### config.mk
export PLATFORM = sky130hd
export DESIGN_NAME = lint_cond
export DESIGN_NICKNAME = d
export VERILOG_FILES = /design/src/rtl/lint_pkg.sv /design/src/rtl/lint_lvt_bank.sv /design/src/rtl/lint_pin_fsm.sv /design/src/rtl/lint_cond.sv
export SDC_FILE = /design/constraint.sdc
export NUM_CORES = 1
export LEC_CHECK = 0
export ABC_AREA = 1
export BUFFER_PORTS_ARGS = -buffer_cell sky130_fd_sc_hd__buf_4
export CORE_MARGIN = 5
export CORE_UTILIZATION = 47
export DETAILED_ROUTE_END_ITERATION = 7
export HOLD_SLACK_MARGIN = 0.06
export PLACE_DENSITY = 0.85
export SYNTH_ARGS = -nofsm -noshare
export SYNTH_HDL_FRONTEND = slang
export SYNTH_SLANG_ARGS = --single-unit
### constraint.sdc
create_clock -name clk -period 1.2 [get_ports clk]
set_input_delay 0.12 -clock clk [delete_from_list [all_inputs] [get_ports clk]]
set_output_delay 0.12 -clock clk [all_outputs]
set_load 0.1 [all_outputs]
### src/rtl/lint_pkg.sv
package lint_pkg;
    localparam int VEC_W  = 8;
    localparam int NPIN   = 2;
    localparam int SEL_W  = (NPIN > 1) ? $clog2(NPIN) : 1;

    typedef enum logic [2:0] {
        DM_FIXED  = 3'b000,
        DM_LOWP   = 3'b001,
        DM_SMI    = 3'b010,
        DM_RSV    = 3'b011,
        DM_NMI    = 3'b100,
        DM_INIT   = 3'b101,
        DM_START  = 3'b110,
        DM_EXTINT = 3'b111
    } dmode_e;

    typedef struct packed {
        logic             mask;
        logic             lvl_trig;
        dmode_e           mode;
        logic [VEC_W-1:0] vec;
    } lvt_t;

    localparam int LVT_W = $bits(lvt_t);

    typedef enum logic {LN_IDLE, LN_ACTIVE} line_e;
    typedef enum logic {RI_CLEAR, RI_WAIT} rirr_e;

    function automatic lvt_t lvt_reset_val();
        lvt_t r;
        r          = '0;
        r.mode     = DM_FIXED;
        r.mask     = 1'b1;
        return r;
    endfunction
endpackage

### src/rtl/lint_lvt_bank.sv
module lint_lvt_bank
    import lint_pkg::*;
(
    input  logic                  clk,
    input  logic                  rst_n,
    input  logic                  we_i,
    input  logic [SEL_W-1:0]      sel_i,
    input  lvt_t                  wdata_i,
    output lvt_t [NPIN-1:0]       ent_o
);
    for (genvar p = 0; p < NPIN; p++) begin : g_ent
        lvt_t ent_q;
        always_ff @(posedge clk or negedge rst_n) begin
            if (!rst_n) begin
                ent_q <= lvt_reset_val();
            end else if (we_i && (sel_i == SEL_W'(p))) begin
                ent_q <= wdata_i;
            end
        end
        assign ent_o[p] = ent_q;
    end
endmodule

### src/rtl/lint_pin_fsm.sv
module lint_pin_fsm
    import lint_pkg::*;
#(
    parameter bit IS_LINT1 = 1'b0
) (
    input  logic             clk,
    input  logic             rst_n,
    input  logic             upd_i,
    input  logic             lvl_i,
    input  logic             apic_en_i,
    input  lvt_t             entry_i,
    input  logic             eoi_hit_i,
    output logic             fix_req_o,
    output logic [VEC_W-1:0] fix_vec_o,
    output logic             nmi_req_o,
    output logic             smi_req_o,
    output logic             err_o,
    output logic             ext_set_o,
    output logic             ext_clr_o
);
    line_e ln_q, ln_d;
    rirr_e ri_q, ri_d;
    logic  send_fix, send_nmi, send_smi, send_err;
    logic  level_mode, is_fixed, is_bad;

    assign level_mode = entry_i.lvl_trig && !IS_LINT1;
    assign is_fixed   = (entry_i.mode == DM_FIXED) || (entry_i.mode == DM_INIT);
    assign is_bad     = (entry_i.mode == DM_LOWP) || (entry_i.mode == DM_START) ||
                        (entry_i.mode == DM_RSV);

    // next-state and request decision
    always_comb begin
        ln_d      = ln_q;
        ri_d      = (eoi_hit_i && !IS_LINT1) ? RI_CLEAR : ri_q;
        send_fix  = 1'b0;
        send_nmi  = 1'b0;
        send_smi  = 1'b0;
        send_err  = 1'b0;
        ext_set_o = 1'b0;
        ext_clr_o = 1'b0;
        if (upd_i) begin
            if (!apic_en_i) begin
                if (IS_LINT1) begin
                    send_nmi = lvl_i;
                end else begin
                    ext_set_o = lvl_i;
                    ext_clr_o = !lvl_i;
                end
            end else begin
                unique case (entry_i.mode)
                    DM_FIXED, DM_INIT: begin
                        if (!lvl_i) begin
                            ln_d = LN_IDLE;
                        end else begin
                            ln_d = LN_ACTIVE;
                            if (!entry_i.mask) begin
                                if (level_mode) begin
                                    if (ri_q == RI_CLEAR) begin
                                        send_fix = 1'b1;
                                        ri_d     = RI_WAIT;
                                    end
                                end else begin
                                    send_fix = (ln_q == LN_IDLE);
                                end
                            end
                        end
                    end
                    DM_SMI:    send_smi = lvl_i && !entry_i.mask;
                    DM_NMI:    send_nmi = lvl_i && !entry_i.mask;
                    DM_EXTINT: begin
                        ext_set_o = lvl_i;
                        ext_clr_o = !lvl_i;
                    end
                    DM_LOWP, DM_START, DM_RSV: send_err = 1'b1;
                endcase
            end
        end
    end

    // state register
    always_ff @(posedge clk or negedge rst_n) begin
        if (!rst_n) begin
            ln_q <= LN_IDLE;
            ri_q <= RI_CLEAR;
        end else begin
            ln_q <= ln_d;
            ri_q <= IS_LINT1 ? RI_CLEAR : ri_d;
        end
    end

    // output register
    always_ff @(posedge clk or negedge rst_n) begin
        if (!rst_n) begin
            fix_req_o <= 1'b0;
            fix_vec_o <= '0;
            nmi_req_o <= 1'b0;
            smi_req_o <= 1'b0;
            err_o     <= 1'b0;
        end else begin
            fix_req_o <= send_fix;
            fix_vec_o <= send_fix ? entry_i.vec : '0;
            nmi_req_o <= send_nmi;
            smi_req_o <= send_smi;
            err_o     <= send_err;
        end
    end

    // an armed edge line stays silent on another high update
    a_r2_edge_once: assert property (@(posedge clk) disable iff (!rst_n)
        (apic_en_i && upd_i && lvl_i && is_fixed && !level_mode && ln_q == LN_ACTIVE)
        |=> !fix_req_o);

    // low update on a fixed-class entry never raises a request
    a_r3_low_quiet: assert property (@(posedge clk) disable iff (!rst_n)
        (apic_en_i && upd_i && !lvl_i && !is_bad)
        |=> !fix_req_o && !nmi_req_o && !smi_req_o);

    // held remote IRR blocks a level-mode resend
    a_r5_remote_gate: assert property (@(posedge clk) disable iff (!rst_n)
        (apic_en_i && upd_i && lvl_i && is_fixed && level_mode && ri_q == RI_WAIT)
        |=> !fix_req_o);

    // one request kind per pin per cycle
    a_r8_one_kind: assert property (@(posedge clk) disable iff (!rst_n)
        $onehot0({fix_req_o, nmi_req_o, smi_req_o, err_o}));

    // unsupported modes flag an error and send nothing
    a_r10_bad_mode: assert property (@(posedge clk) disable iff (!rst_n)
        (apic_en_i && upd_i && is_bad) |=> err_o && !fix_req_o);

    // mask suppresses every maskable request
    a_r11_mask: assert property (@(posedge clk) disable iff (!rst_n)
        (apic_en_i && upd_i && entry_i.mask)
        |=> !fix_req_o && !nmi_req_o && !smi_req_o);

    // bypass never produces fixed, SMI or error
    a_r12_bypass: assert property (@(posedge clk) disable iff (!rst_n)
        (!apic_en_i) |=> !fix_req_o && !smi_req_o && !err_o);
endmodule

### src/rtl/lint_cond.sv
module lint_cond
    import lint_pkg::*;
(
    input  logic        clk,
    input  logic        rst_n,
    input  logic [1:0]  lint_upd,
    input  logic [1:0]  lint_lvl,
    input  logic        apic_en,
    input  logic        lvt_we,
    input  logic        lvt_sel,
    input  logic [12:0] lvt_wdata,
    input  logic        eoi_stb,
    input  logic [7:0]  eoi_vec,
    output logic [1:0]  fix_req,
    output logic [7:0]  fix_vec0,
    output logic [7:0]  fix_vec1,
    output logic        nmi_req,
    output logic        smi_req,
    output logic        extint_lvl,
    output logic [1:0]  cfg_err
);
    lvt_t [NPIN-1:0]       ent;
    logic [NPIN-1:0]       nmi_p, smi_p, set_p, clr_p;
    logic [VEC_W-1:0]      vec_p [NPIN];
    logic                  eoi_hit;

    lint_lvt_bank u_bank (
        .clk     (clk),
        .rst_n   (rst_n),
        .we_i    (lvt_we),
        .sel_i   (SEL_W'(lvt_sel)),
        .wdata_i (lvt_t'(lvt_wdata)),
        .ent_o   (ent)
    );

    assign eoi_hit = eoi_stb && (eoi_vec == ent[0].vec);

    for (genvar p = 0; p < NPIN; p++) begin : g_pin
        lint_pin_fsm #(.IS_LINT1(p == 1)) u_pin (
            .clk       (clk),
            .rst_n     (rst_n),
            .upd_i     (lint_upd[p]),
            .lvl_i     (lint_lvl[p]),
            .apic_en_i (apic_en),
            .entry_i   (ent[p]),
            .eoi_hit_i ((p == 0) ? eoi_hit : 1'b0),
            .fix_req_o (fix_req[p]),
            .fix_vec_o (vec_p[p]),
            .nmi_req_o (nmi_p[p]),
            .smi_req_o (smi_p[p]),
            .err_o     (cfg_err[p]),
            .ext_set_o (set_p[p]),
            .ext_clr_o (clr_p[p])
        );
    end

    assign fix_vec0 = vec_p[0];
    assign fix_vec1 = vec_p[1];
    assign nmi_req  = |nmi_p;
    assign smi_req  = |smi_p;

    always_ff @(posedge clk or negedge rst_n) begin
        if (!rst_n) begin
            extint_lvl <= 1'b0;
        end else if (|set_p) begin
            extint_lvl <= 1'b1;
        end else if (|clr_p) begin
            extint_lvl <= 1'b0;
        end
    end

    // bypassed pin 0 update copies its level to the ExtINT output
    a_r12_ext_follow: assert property (@(posedge clk) disable iff (!rst_n)
        (!apic_en && lint_upd[0] && !lint_upd[1]) |=> (extint_lvl == $past(lint_lvl[0])));

    // with no update at all the ExtINT level holds
    a_r9_ext_hold: assert property (@(posedge clk) disable iff (!rst_n)
        (lint_upd == 2'b00) |=> $stable(extint_lvl));
endmodule

==> results.txt <==
Antenna cell count = 0
Largest stage delay on the critical path = 0.37 ns
Library cells used by synthesis = 31
Startpoint Class = register
Worst-case clock buffer depth = 2
Startpoint-to-endpoint class of the critical path = reg -> out
Final Max Slew Viols = 0
Number of global-route vias before repair = 1727
Class of the worst hold path = in -> reg
RSZ-0062 raised after global routing = yes
Share of cells above drive strength 1 = 0.326
Share of synthesized flip-flops with an asynchronous set or reset = 1.00
Worst hold margin = 0.0727 ns
Clk_skew = 0.00765 ns
Area growth, synth to finish = 29.9%
Post-CTS setup buffers = 0
Worst rel slew slack = 0.742
Proportion of synthesized chip area in sequential cells = 0.592
Area contributors post-synth = dfrtp_1 (57%), nand2_1 (9.0%), inv_1 (6.4%), o21ai_1 (4.2%), nor2_1 (2.5%)
Internal cell power = 2700 uW
Shortest period the worst path allows = 1.22 ns
Final Hold Fails = 0
Initial Utilization = 0.479
Data arrival time of the critical path = 1.10 ns
Synthesized cell area = 2250 um^2
CP max-delay cell = dfrtp_1
Most frequent cell after synthesis = nand2_1
Cell type with the highest aggregate area in the netlist = dfrtp_1
Nets = 337
Final period util = 1.02
Total setup violations reported at the end of the flow = 2
Sequence of cells on the critical path = or2_4, buf_12
Switching Share = 0.320
Predominant post-synthesis flop cell = dfrtp_1
Remaining global-route overflow = 0
Num Clock Sinks = 53
Synth top cells by count = nand2_1 (54), dfrtp_1 (51), inv_1 (38)
Leakage power = 0.00153 uW
Floorplan die area = 6260 um^2
Area used by multi-input combinational logic = 747 um^2
GRT Total Usage = 0.161
Initial antenna violation count = 0
Share of power burned in registers = 0.525
Number of warnings reported in the yosys synthesis log = 0
Floorplan die height = 79.1 um
Remaining antenna violation count after routing = 0
Clock tree from TritonCTS = built
Cell count after synthesis = 243
Combinational Power Share = 0.213
Total Wirelength = 4740 um
Residual DRC count = 0
Worst voltage drop across the vdd grid = 0.000948 V
Share of the synthesized area in the top cell type = 0.568
CTS Root Buffer Type = clkbuf_8
Cell area power density = 1360 nW/um^2
Final total negative setup slack = -0.0348 ns
Global placement routability congestion = 0.793
Critical path data required time = 1.08 ns
Nets in the synthesized netlist = 274
Clock latency on the worst-skew pair = 0.31 ns
Placeable Area = 4690 um^2
Maximum number of pins on one net before global-route repair = 32
Number of standard cells in the final layout excluding fillers = 361
Worst path setup slack after routing = -0.0198 ns
Clock share of power = 0.262
Global-route wire length before repair = 7730 um
Number of enable-type register cells in the synthesized netlist = 0
Count of fill cells added during filler insertion = 408
Total number of placement rows = 25
Flops & latches, synth = 53
Instance count along the most critical hold path = 3
Largest fanout on the critical path = 1
Final HPWL from detailed placement = 3470 um
Violated checks = setup timing
FF-to-FF path depth = 6
H-tree depth = 2
X dimension of the die = 79.1 um
Boundary Pins = 54
Clk slew on worst S/H paths = 0.09 ns
Total area of sequential cells = 1330 um^2
Mean cell area of the mapped netlist = 9.24 um^2
Vias per inst = 4.86
Fmax = 820 MHz
Number of I/O port buffers = 53
Routed via count = 1754
First DRT Iteration DRCs = 118
Number of placed instances with taps included = 349
Routed length per instance = 13.1 um
Critical Path End Type = primary output
Total clock buffers created by CTS = 5
Slew at the pin closest to its max-slew limit = 0.388 ns
DRT Pass-1 Iters = 4
Number of maximum-capacitance constraint violations = 0
Net switching power = 1270 uW
Status = finished, violations left
==> registers in the layout (all words and copies together) (netlist names) <==
signal,cells
u_bank.ent_o,25
g_pin.u_pin.fix_vec_o,16
g_pin.u_pin.err_o,2
g_pin.u_pin.fix_req_o,2
g_pin.u_pin.ln_q,2
g_pin.u_pin.nmi_req_o,2
g_pin.u_pin.smi_req_o,2
extint_lvl,1
g_pin.u_pin.ri_q,1
==> layout by cell type, fill, tap and decap left out, types with 3 or more instances in the layout <==
cell type	count
nand2_1	54
dlygate4sd3_1	3
nor2_1	14
o21ai_0	9
nand3_1	5
buf_4	58
dfrtp_1	49
inv_2	6
inv_1	38
nor2_2	9
or2_4	4
o21ai_1	19
clkbuf_8	5
==> final cells by class <==
type / instances / share of cell area
sequential: 53 / 0.456
inverter: 45 / 0.0588
multi-input combinational: 138 / 0.256
timing repair buffer: 63 / 0.173
clock inverter: 3 / 0.00858
clock buffer: 5 / 0.0236
tap: 54 / 0.0232
==> logic make-up after synthesis <==
| group | share of synthesized area |
|---|---|
| xor+xnor | 0.0150 |
| buf+inv | 0.0969 |
| compound gates | 0.0802 |
| flops | 0.592 |
| simple gates | 0.216 |
==> stage by stage <==
step	total power (uW)	utilization	setup slack, ns	cell area, um^2
3_3_place_gp	2870	0.579	0.0797	2720
6_report	3970	0.622	-0.0198	2920
3_5_place_dp	2900	0.579	0.0163	2720
5_1_grt	4190	0.622	-0.0615	2920
2_1_floorplan	2630	-	0.0674	2250
4_1_cts	3980	0.612	-0.0390	2870
==> power by group through the flow <==
stage | registers, uW | logic (uW) | clock network, uW
after floorplan | 2180 | 453 | 0
after global placement | 2100 | 768 | 0
after detailed placement | 2110 | 790 | 0
after CTS | 2070 | 813 | 1090
after global routing | 2100 | 935 | 1150
final | 2090 | 847 | 1040
==> per-layer routing <==
layer | track usage | vias up | part of all wire
met5 | 0 | - | 0
met2 | 0.280 | 40 | 0.51
li1 | - | 871 | -
met4 | 0.0601 | 0 | 0.014
met3 | 0.0522 | 8 | 0.058
met1 | 0.184 | 835 | 0.42
==> worst max-delay path: cells and delay by family, from the launching register on <==
| kind | cells | cell delay, ns |
|---|---|---|
| flops | 1 | 0.37 |
| simple gates | 1 | 0.25 |
| buf+inv | 1 | 0.16 |
==> path summary, 6_finish.rpt <==
| kind | from | to | slack (ns) |
|---|---|---|---|
| max | g_pin[0].u_pin.nmi_req_o$_DFF_PN0_ | nmi_req | -0.02 |
| min | lint_lvl[1] | extint_lvl$_DFFE_PN0P_ | 0.07 |
| max reg2reg | u_bank.ent_o[10]$_DFFE_PN0P_ | g_pin[0].u_pin.fix_vec_o[6]$_DFF_PN0_ | 0.01 |
| min reg2reg | g_pin[0].u_pin.ri_q$_DFF_PN0_ | g_pin[0].u_pin.ri_q$_DFF_PN0_ | 0.49 |
| max in group asynchronous | rst_n | u_bank.ent_o[20]$_DFFE_PN0P_ | 0.42 |
| min in group asynchronous | rst_n | u_bank.ent_o[2]$_DFFE_PN0P_ | 0.27 |
==> what timing repair did <==
| action | CTS | global route |
|---|---|---|
| pin swaps | 3 | 3 |
| hold buffers | 3 | 0 |
| gates cloned | 0 | 1 |
| resized for setup | 8 | 6 |
| hold endpoints to repair | 31 | 0 |
| endpoints found under the setup margin | 3 | 18 |
(Power assumes the default switching activity.)
